**src/rtl/arb_pkg.sv**
```systemverilog
package arb_pkg;
  // Action chosen for the coming clock edge
  typedef enum logic [2:0] {
    EV_HOLD    = 3'd0,
    EV_GRANT   = 3'd1,
    EV_PREEMPT = 3'd2,
    EV_RESTORE = 3'd3,
    EV_RELEASE = 3'd4
  } arb_ev_e;
endpackage

```
**src/rtl/prio_dup_detect.sv**
```systemverilog
module prio_dup_detect #(
  parameter int NCH = 16,
  parameter int PW  = 4
) (
  input  logic [NCH*PW-1:0] prio_flat,
  output logic              dup
);
  always_comb begin
    dup = 1'b0;
    for (int i = 0; i < NCH; i++) begin
      for (int j = i + 1; j < NCH; j++) begin
        if (prio_flat[i*PW +: PW] == prio_flat[j*PW +: PW]) dup = 1'b1;
      end
    end
  end
endmodule

```
**src/rtl/prio_select.sv**
```systemverilog
module prio_select #(
  parameter int NCH  = 16,
  parameter int PW   = 4,
  parameter int IDXW = $clog2(NCH)
) (
  input  logic              clk,
  input  logic              rst_n,
  input  logic [NCH-1:0]    req_i,
  input  logic [NCH*PW-1:0] prio_flat,
  output logic              win_valid,
  output logic [IDXW-1:0]   win_idx,
  output logic [PW-1:0]     win_prio
);
  always_comb begin
    win_valid = 1'b0;
    win_idx   = '0;
    win_prio  = '0;
    for (int i = 0; i < NCH; i++) begin
      if (req_i[i] && (!win_valid || prio_flat[i*PW +: PW] > win_prio)) begin
        win_valid = 1'b1;
        win_idx   = IDXW'(i);
        win_prio  = prio_flat[i*PW +: PW];
      end
    end
  end

  AST_WIN_REQUESTS: assert property (@(posedge clk) disable iff (!rst_n)
    win_valid |-> req_i[win_idx]);
  AST_WIN_WHEN_ANY: assert property (@(posedge clk) disable iff (!rst_n)
    (req_i != '0) |-> win_valid);
endmodule

```
**src/rtl/rr_select.sv**
```systemverilog
module rr_select #(
  parameter int NCH  = 16,
  parameter int IDXW = $clog2(NCH)
) (
  input  logic            clk,
  input  logic            rst_n,
  input  logic [NCH-1:0]  req_i,
  input  logic [IDXW-1:0] last_idx,
  output logic            win_valid,
  output logic [IDXW-1:0] win_idx
);
  function automatic int step_from(input int base, input int k);
    return (base + k) % NCH;
  endfunction

  always_comb begin
    win_valid = 1'b0;
    win_idx   = '0;
    for (int k = 1; k <= NCH; k++) begin
      if (!win_valid && req_i[step_from(int'(last_idx), k)]) begin
        win_valid = 1'b1;
        win_idx   = IDXW'(step_from(int'(last_idx), k));
      end
    end
  end

  AST_RR_WIN_REQUESTS: assert property (@(posedge clk) disable iff (!rst_n)
    win_valid |-> req_i[win_idx]);
endmodule

```
**src/rtl/chan_arbiter.sv**
```systemverilog
module chan_arbiter
  import arb_pkg::*;
#(
  parameter int NCH  = 16,
  parameter int PW   = 4,
  parameter int IDXW = $clog2(NCH)
) (
  input  logic              clk,
  input  logic              rst_n,
  input  logic              rr_mode,
  input  logic [NCH*PW-1:0] prio_cfg,
  input  logic [NCH-1:0]    preempt_en,
  input  logic [NCH-1:0]    req,
  input  logic              seq_done,
  input  logic              loop_done,
  input  logic [IDXW-1:0]   prio_rd_sel,
  output logic [PW-1:0]     prio_rd,
  output logic              act_valid,
  output logic [IDXW-1:0]   act_idx,
  output logic              susp_valid,
  output logic [IDXW-1:0]   susp_idx,
  output logic              cfg_err
);
  localparam logic [IDXW-1:0] LAST_RESET = IDXW'(NCH - 1);

  function automatic logic [PW-1:0] prio_of(input logic [NCH*PW-1:0] cfg,
                                            input logic [IDXW-1:0] idx);
    return cfg[int'(idx)*PW +: PW];
  endfunction

  logic [IDXW-1:0] last_idx;
  logic [NCH-1:0]  act_mask;
  logic [NCH-1:0]  req_other;
  logic            fx_valid, rr_valid, sel_valid;
  logic [IDXW-1:0] fx_idx, rr_idx, sel_idx;
  logic [PW-1:0]   fx_prio, act_prio;
  logic            grant_fire, preempt_fire, restore_fire, release_fire;
  arb_ev_e         ev;

  // Priority readback
  assign prio_rd = prio_of(prio_cfg, prio_rd_sel);

  prio_dup_detect #(.NCH(NCH), .PW(PW)) u_dup (
    .prio_flat (prio_cfg),
    .dup       (cfg_err)
  );

  // The active channel never competes against itself
  always_comb begin
    act_mask = '0;
    if (act_valid) act_mask[act_idx] = 1'b1;
  end
  assign req_other = req & ~act_mask;

  prio_select #(.NCH(NCH), .PW(PW), .IDXW(IDXW)) u_fx (
    .clk       (clk),
    .rst_n     (rst_n),
    .req_i     (req_other),
    .prio_flat (prio_cfg),
    .win_valid (fx_valid),
    .win_idx   (fx_idx),
    .win_prio  (fx_prio)
  );

  rr_select #(.NCH(NCH), .IDXW(IDXW)) u_rr (
    .clk       (clk),
    .rst_n     (rst_n),
    .req_i     (req_other),
    .last_idx  (last_idx),
    .win_valid (rr_valid),
    .win_idx   (rr_idx)
  );

  assign sel_valid = rr_mode ? rr_valid : fx_valid;
  assign sel_idx   = rr_mode ? rr_idx   : fx_idx;
  assign act_prio  = prio_of(prio_cfg, act_idx);

  // Named events
  assign grant_fire   = !act_valid && !cfg_err && sel_valid;
  assign restore_fire = act_valid && loop_done && susp_valid;
  assign release_fire = act_valid && loop_done && !susp_valid;
  assign preempt_fire = act_valid && seq_done && !loop_done && !rr_mode &&
                        !cfg_err && !susp_valid && preempt_en[act_idx] &&
                        fx_valid && (fx_prio > act_prio);

  always_comb begin
    if (grant_fire)        ev = EV_GRANT;
    else if (restore_fire) ev = EV_RESTORE;
    else if (release_fire) ev = EV_RELEASE;
    else if (preempt_fire) ev = EV_PREEMPT;
    else                   ev = EV_HOLD;
  end

  always_ff @(posedge clk) begin
    if (!rst_n) begin
      act_valid  <= 1'b0;
      act_idx    <= '0;
      susp_valid <= 1'b0;
      susp_idx   <= '0;
      last_idx   <= LAST_RESET;
    end else begin
      case (ev)
        EV_GRANT: begin
          act_valid <= 1'b1;
          act_idx   <= sel_idx;
          last_idx  <= sel_idx;
        end
        EV_PREEMPT: begin
          susp_valid <= 1'b1;
          susp_idx   <= act_idx;
          act_idx    <= fx_idx;
        end
        EV_RESTORE: begin
          act_idx    <= susp_idx;
          susp_valid <= 1'b0;
        end
        EV_RELEASE: act_valid <= 1'b0;
        default: ;
      endcase
    end
  end

  AST_ERR_BLOCKS_GRANT: assert property (@(posedge clk) disable iff (!rst_n)
    (cfg_err && !act_valid) |=> !act_valid);
  AST_PREEMPT_ENABLED_ONLY: assert property (@(posedge clk) disable iff (!rst_n)
    (act_valid && !susp_valid && !preempt_en[act_idx]) |=> !susp_valid);
  AST_RESTORE_SUSPENDED: assert property (@(posedge clk) disable iff (!rst_n)
    (act_valid && loop_done && susp_valid) |=>
      (act_valid && !susp_valid && act_idx == $past(susp_idx)));
  AST_INDEX_HELD_MIDSEQ: assert property (@(posedge clk) disable iff (!rst_n)
    (act_valid && !seq_done && !loop_done) |=> (act_valid && $stable(act_idx)));
  AST_NO_NESTED: assert property (@(posedge clk) disable iff (!rst_n)
    (susp_valid && !loop_done) |=> (susp_valid && $stable(susp_idx)));
  AST_SUSP_PAIRED: assert property (@(posedge clk) disable iff (!rst_n)
    susp_valid |-> (act_valid && act_idx != susp_idx));
  AST_RR_NO_SUSPEND: assert property (@(posedge clk) disable iff (!rst_n)
    (rr_mode && !susp_valid) |=> !susp_valid);
  AST_RELEASE_CLEARS: assert property (@(posedge clk) disable iff (!rst_n)
    (act_valid && loop_done && !susp_valid) |=> !act_valid);
endmodule

```
**config.mk**
```make
export PLATFORM = sky130hd
export DESIGN_NAME = chan_arbiter
export DESIGN_NICKNAME = d
export VERILOG_FILES = /design/src/rtl/arb_pkg.sv /design/src/rtl/prio_dup_detect.sv /design/src/rtl/prio_select.sv /design/src/rtl/rr_select.sv /design/src/rtl/chan_arbiter.sv
export SDC_FILE = /design/constraint.sdc
export NUM_CORES = 1
export LEC_CHECK = 0
export BUFFER_PORTS_ARGS = -buffer_cell sky130_fd_sc_hd__buf_2
export CAP_MARGIN = 10
export CORE_MARGIN = 8
export CORE_UTILIZATION = 45
export DETAILED_ROUTE_END_ITERATION = 8
export GPL_ROUTABILITY_DRIVEN = 0
export GPL_TIMING_DRIVEN = 0
export MAX_ROUTING_LAYER = met4
export PLACE_DENSITY_LB_ADDON = 0.2
export SLEW_MARGIN = 30
export SYNTH_ARGS = -nofsm -noshare
export SYNTH_HDL_FRONTEND = slang
export SYNTH_SLANG_ARGS = --single-unit
```
**constraint.sdc**
```tcl
create_clock -name clk -period 39.2 [get_ports clk]
set_input_delay 7.84 -clock clk [delete_from_list [all_inputs] [get_ports clk]]
set_output_delay 7.84 -clock clk [all_outputs]
set_load 0.01 [all_outputs]
```
==> flow_summary.yaml <==
layout:
  nets: 1899
  nFillCells: 2865
  multi_input_area_um2: 11600
  synthToLayoutAreaGrowth_pct: 8.35
  final_common_cell: "xor2_1"
  drive_above_1_share_pct: 14.9
  n_antenna_cell: 0
  seqCellArea_um2: 280
  mostFrequentLayoutCells: "302 x xor2_1, 189 x xnor2_1, 104 x buf_2"
  instances_no_fill: 2107
drt:
  wl_per_cell_um: 25.5
  first_pass_iters: 5
  drtAntennaViolNets: 0
  vias: 13988
  viasPerCell: 6.64
  first_iter_violations: 2006
  routed_wirelength_um: 53600
  drc: 0
yosys:
  yosysWarnings: 0
  syn_inst: 1629
  synth-seq-cells: 14
  ys_seq_area_share_pct: 2.19
  synth_nets: 1798
  ys_types: 94
  netlist_area_um2: 12800
  avgSynthCellArea_um2: 7.86
  yosysTopAreaCell: "xor2_1"
  synthArstFlopShare_pct: 0
  yosysTopAreaCellShare_pct: 20.7
  synthFlopType: "dfxtp_1"
  synth_edf_count: 0
  synthTopCellsByArea: "xor2_1 21%, xnor2_1 13%, mux4_2 13%, ha_1 6.3%, nor4_1 4.9%"
power_and_ir_drop:
  power_switching_uw: 365
  combPwrFrac_pct: 94.4
  vdd_drop_max_v: 0.0000414
  p_int_uw: 278
  p_per_area_nw_per_um2: 46.4
  pwr-share-clk_pct: 3.4
  swShare_pct: 56.8
  power.share.sequential_pct: 2.2
  p_leak_nw: 5.28
timing:
  slew_headroom_pct: 24.1
  setup_viol: 0
  worst_pin_slew_ps: 1140
  hold_violations: 0
  max_freq_mhz: 26.9
  maxSlewViolCount: 0
  post-route-period-util_pct: 94.9
  finalClockSkew_ps: 1.96
  setup_tns_ps: 0
  rsz0062_at_grt: "false"
  fin_crit_ps: 37220
critical_path:
  cp.arrival_ps: 37410
  cp_slowest_cell: "a2111oi_1"
  rr_worst_depth: 146
  max_stage_delay_ps: 590
  crit_top_cell: "a21oi_1"
  rr_startpoint: "act_valid"
  critPathCaptureType: "register"
  startpoint: "prio_cfg[1]"
  critical_path_class: "in -> reg"
  worst-path-max-fanout: 10
  cp-start-kind: "primary input"
  required_ps: 39390
place:
  dp_cells: 2103
  dp_hpwl_um: 40200
  io_buffers: 96
clock_network:
  cts-hold-fix-buffers: 0
  root_buffer: "clkbuf_16"
  cts_setup_buffers: 0
  tritoncts: "built"
  clock_sinks: 14
  clk_pin_slew_worst_paths_ps: 50
  post_cts_resized: 0
  clk_path_buf_depth: 2
  numCtsBuffers: 3
  h-tree-depth: 1
  clkLatencyLatePin_ps: 250
grt:
  grt_start_max_net_pins: 12
  grt_pass1_vias: 13322
  grt_pass1_wl_um: 80600
  gr-usage-all-layers_pct: 31.2
  overflow: 0
  antenna_found_initial: 0
flow_run:
  cap_violations: 0
floorplan:
  rows: 61
  num_io_pins: 120
  die_x_um: 185
  die_h_um: 185
  core_um2: 27900
  start_util_pct: 45.8
  dieArea_um2: 34100
min_path:
  worstHoldStart: "susp_idx[3]"
  worstHoldPathCells: 2
  min_path_type: "reg -> reg"
run_status:
  status: "finished clean"
[per-stage QoR]
stage / util (%) / power, mW / hold slack, ps / setup slack (ps) / instance area [um^2]
2_1_floorplan: - / 0.470 / 544 / 6410 / 12800
3_3_place_gp: 49.2 / 0.590 / 511 / 1830 / 13800
3_5_place_dp: 49.2 / 0.603 / 520 / 1240 / 13800
4_1_cts: 49.6 / 0.628 / 533 / 1370 / 13800
5_1_grt: 49.6 / 0.708 / 573 / 85.7 / 13900
6_report: 49.6 / 0.643 / 536 / 1980 / 13900
[final cells by class]
cell class | count | area share (%)
plain buffers | 168 | 4.90
clock buffers | 4 | 0.641
repair buffers | 96 | 3.46
flip-flops and latches | 14 | 2.02
multi-input cells | 1384 | 83.9
inverters | 63 | 1.71
well taps | 378 | 3.41
[final timing paths]
path	endpoint	slack, ps
worst max-delay path	act_idx[0]	1980
worst min register to register	susp_idx[3]	540
worst min-delay path	susp_idx[3]	540
worst max register to register	act_idx[0]	8920
[layer usage]
metal | routed length (um) | vias to the layer above | part of all wire (%) | global-route usage (%)
met5 | 0 | - | 0 | -
met4 | 2440 | 0 | 4.6 | 11.4
met3 | 6750 | 191 | 13 | 6.14
met2 | 23100 | 1010 | 43 | 47.2
met1 | 21300 | 6699 | 40 | 40.6
li1 | - | 6088 | - | -
[worst max-delay path, delay by kind of cell]
| family | cells | cell delay [ps] |
|---|---|---|
| AND/OR/NAND/NOR | 43 | 6860 |
| AO/OA/AOI/OAI | 61 | 12390 |
| adder cells (fa/ha/maj) | 16 | 4710 |
| buffers and inverters | 14 | 2530 |
| multiplexers | 9 | 3000 |
[cells in the mapped netlist (all sizes together) (4+ instances only)]
cell type  count
nand2b        15
a21o          12
and2           5
a211oi        15
clkbuf       107
nand3b         4
a21oi         71
nand4         67
nor2          63
mux2i         33
xor2         302
or2            9
o22ai          9
ha            64
o211ai        11
nand3         20
o211a          5
mux4          73
nor3          16
nor2b         10
a41oi          4
a31oi         15
a22oi          6
o21ai         68
dfxtp         14
or3            7
nor4         104
o21a          23
and3          10
nand2         74
xnor2        189
a32oi          5
buf           61
o31ai          7
mux2          12
inv           61
[kinds of logic after synthesis]
kind of cell               share of synthesized area [%]
DFF                                                 2.19
adders and majority gates                           6.26
xor gates and xnor gates                            33.6
buffers and inverters                               7.04
muxes                                               16.7
and+or+nand+nor                                     18.5
AOI/OAI and AO/OA                                   15.7
[sequential cells by signal, summed over array words and instances, names as in the netlist]
register and flops:
act_idx 4, act_valid 1, last_idx 4, susp_idx 4, susp_valid 1
[power by group through the flow]
stage	clock network, mW	logic [mW]	registers (mW)
4_1_cts	0.0216	0.592	0.0143
6_report	0.0217	0.607	0.0143
5_1_grt	0.0223	0.672	0.0143
3_3_place_gp	0	0.575	0.0146
2_1_floorplan	0	0.455	0.0146
3_5_place_dp	0	0.588	0.0146
(Power assumes the default switching activity.)
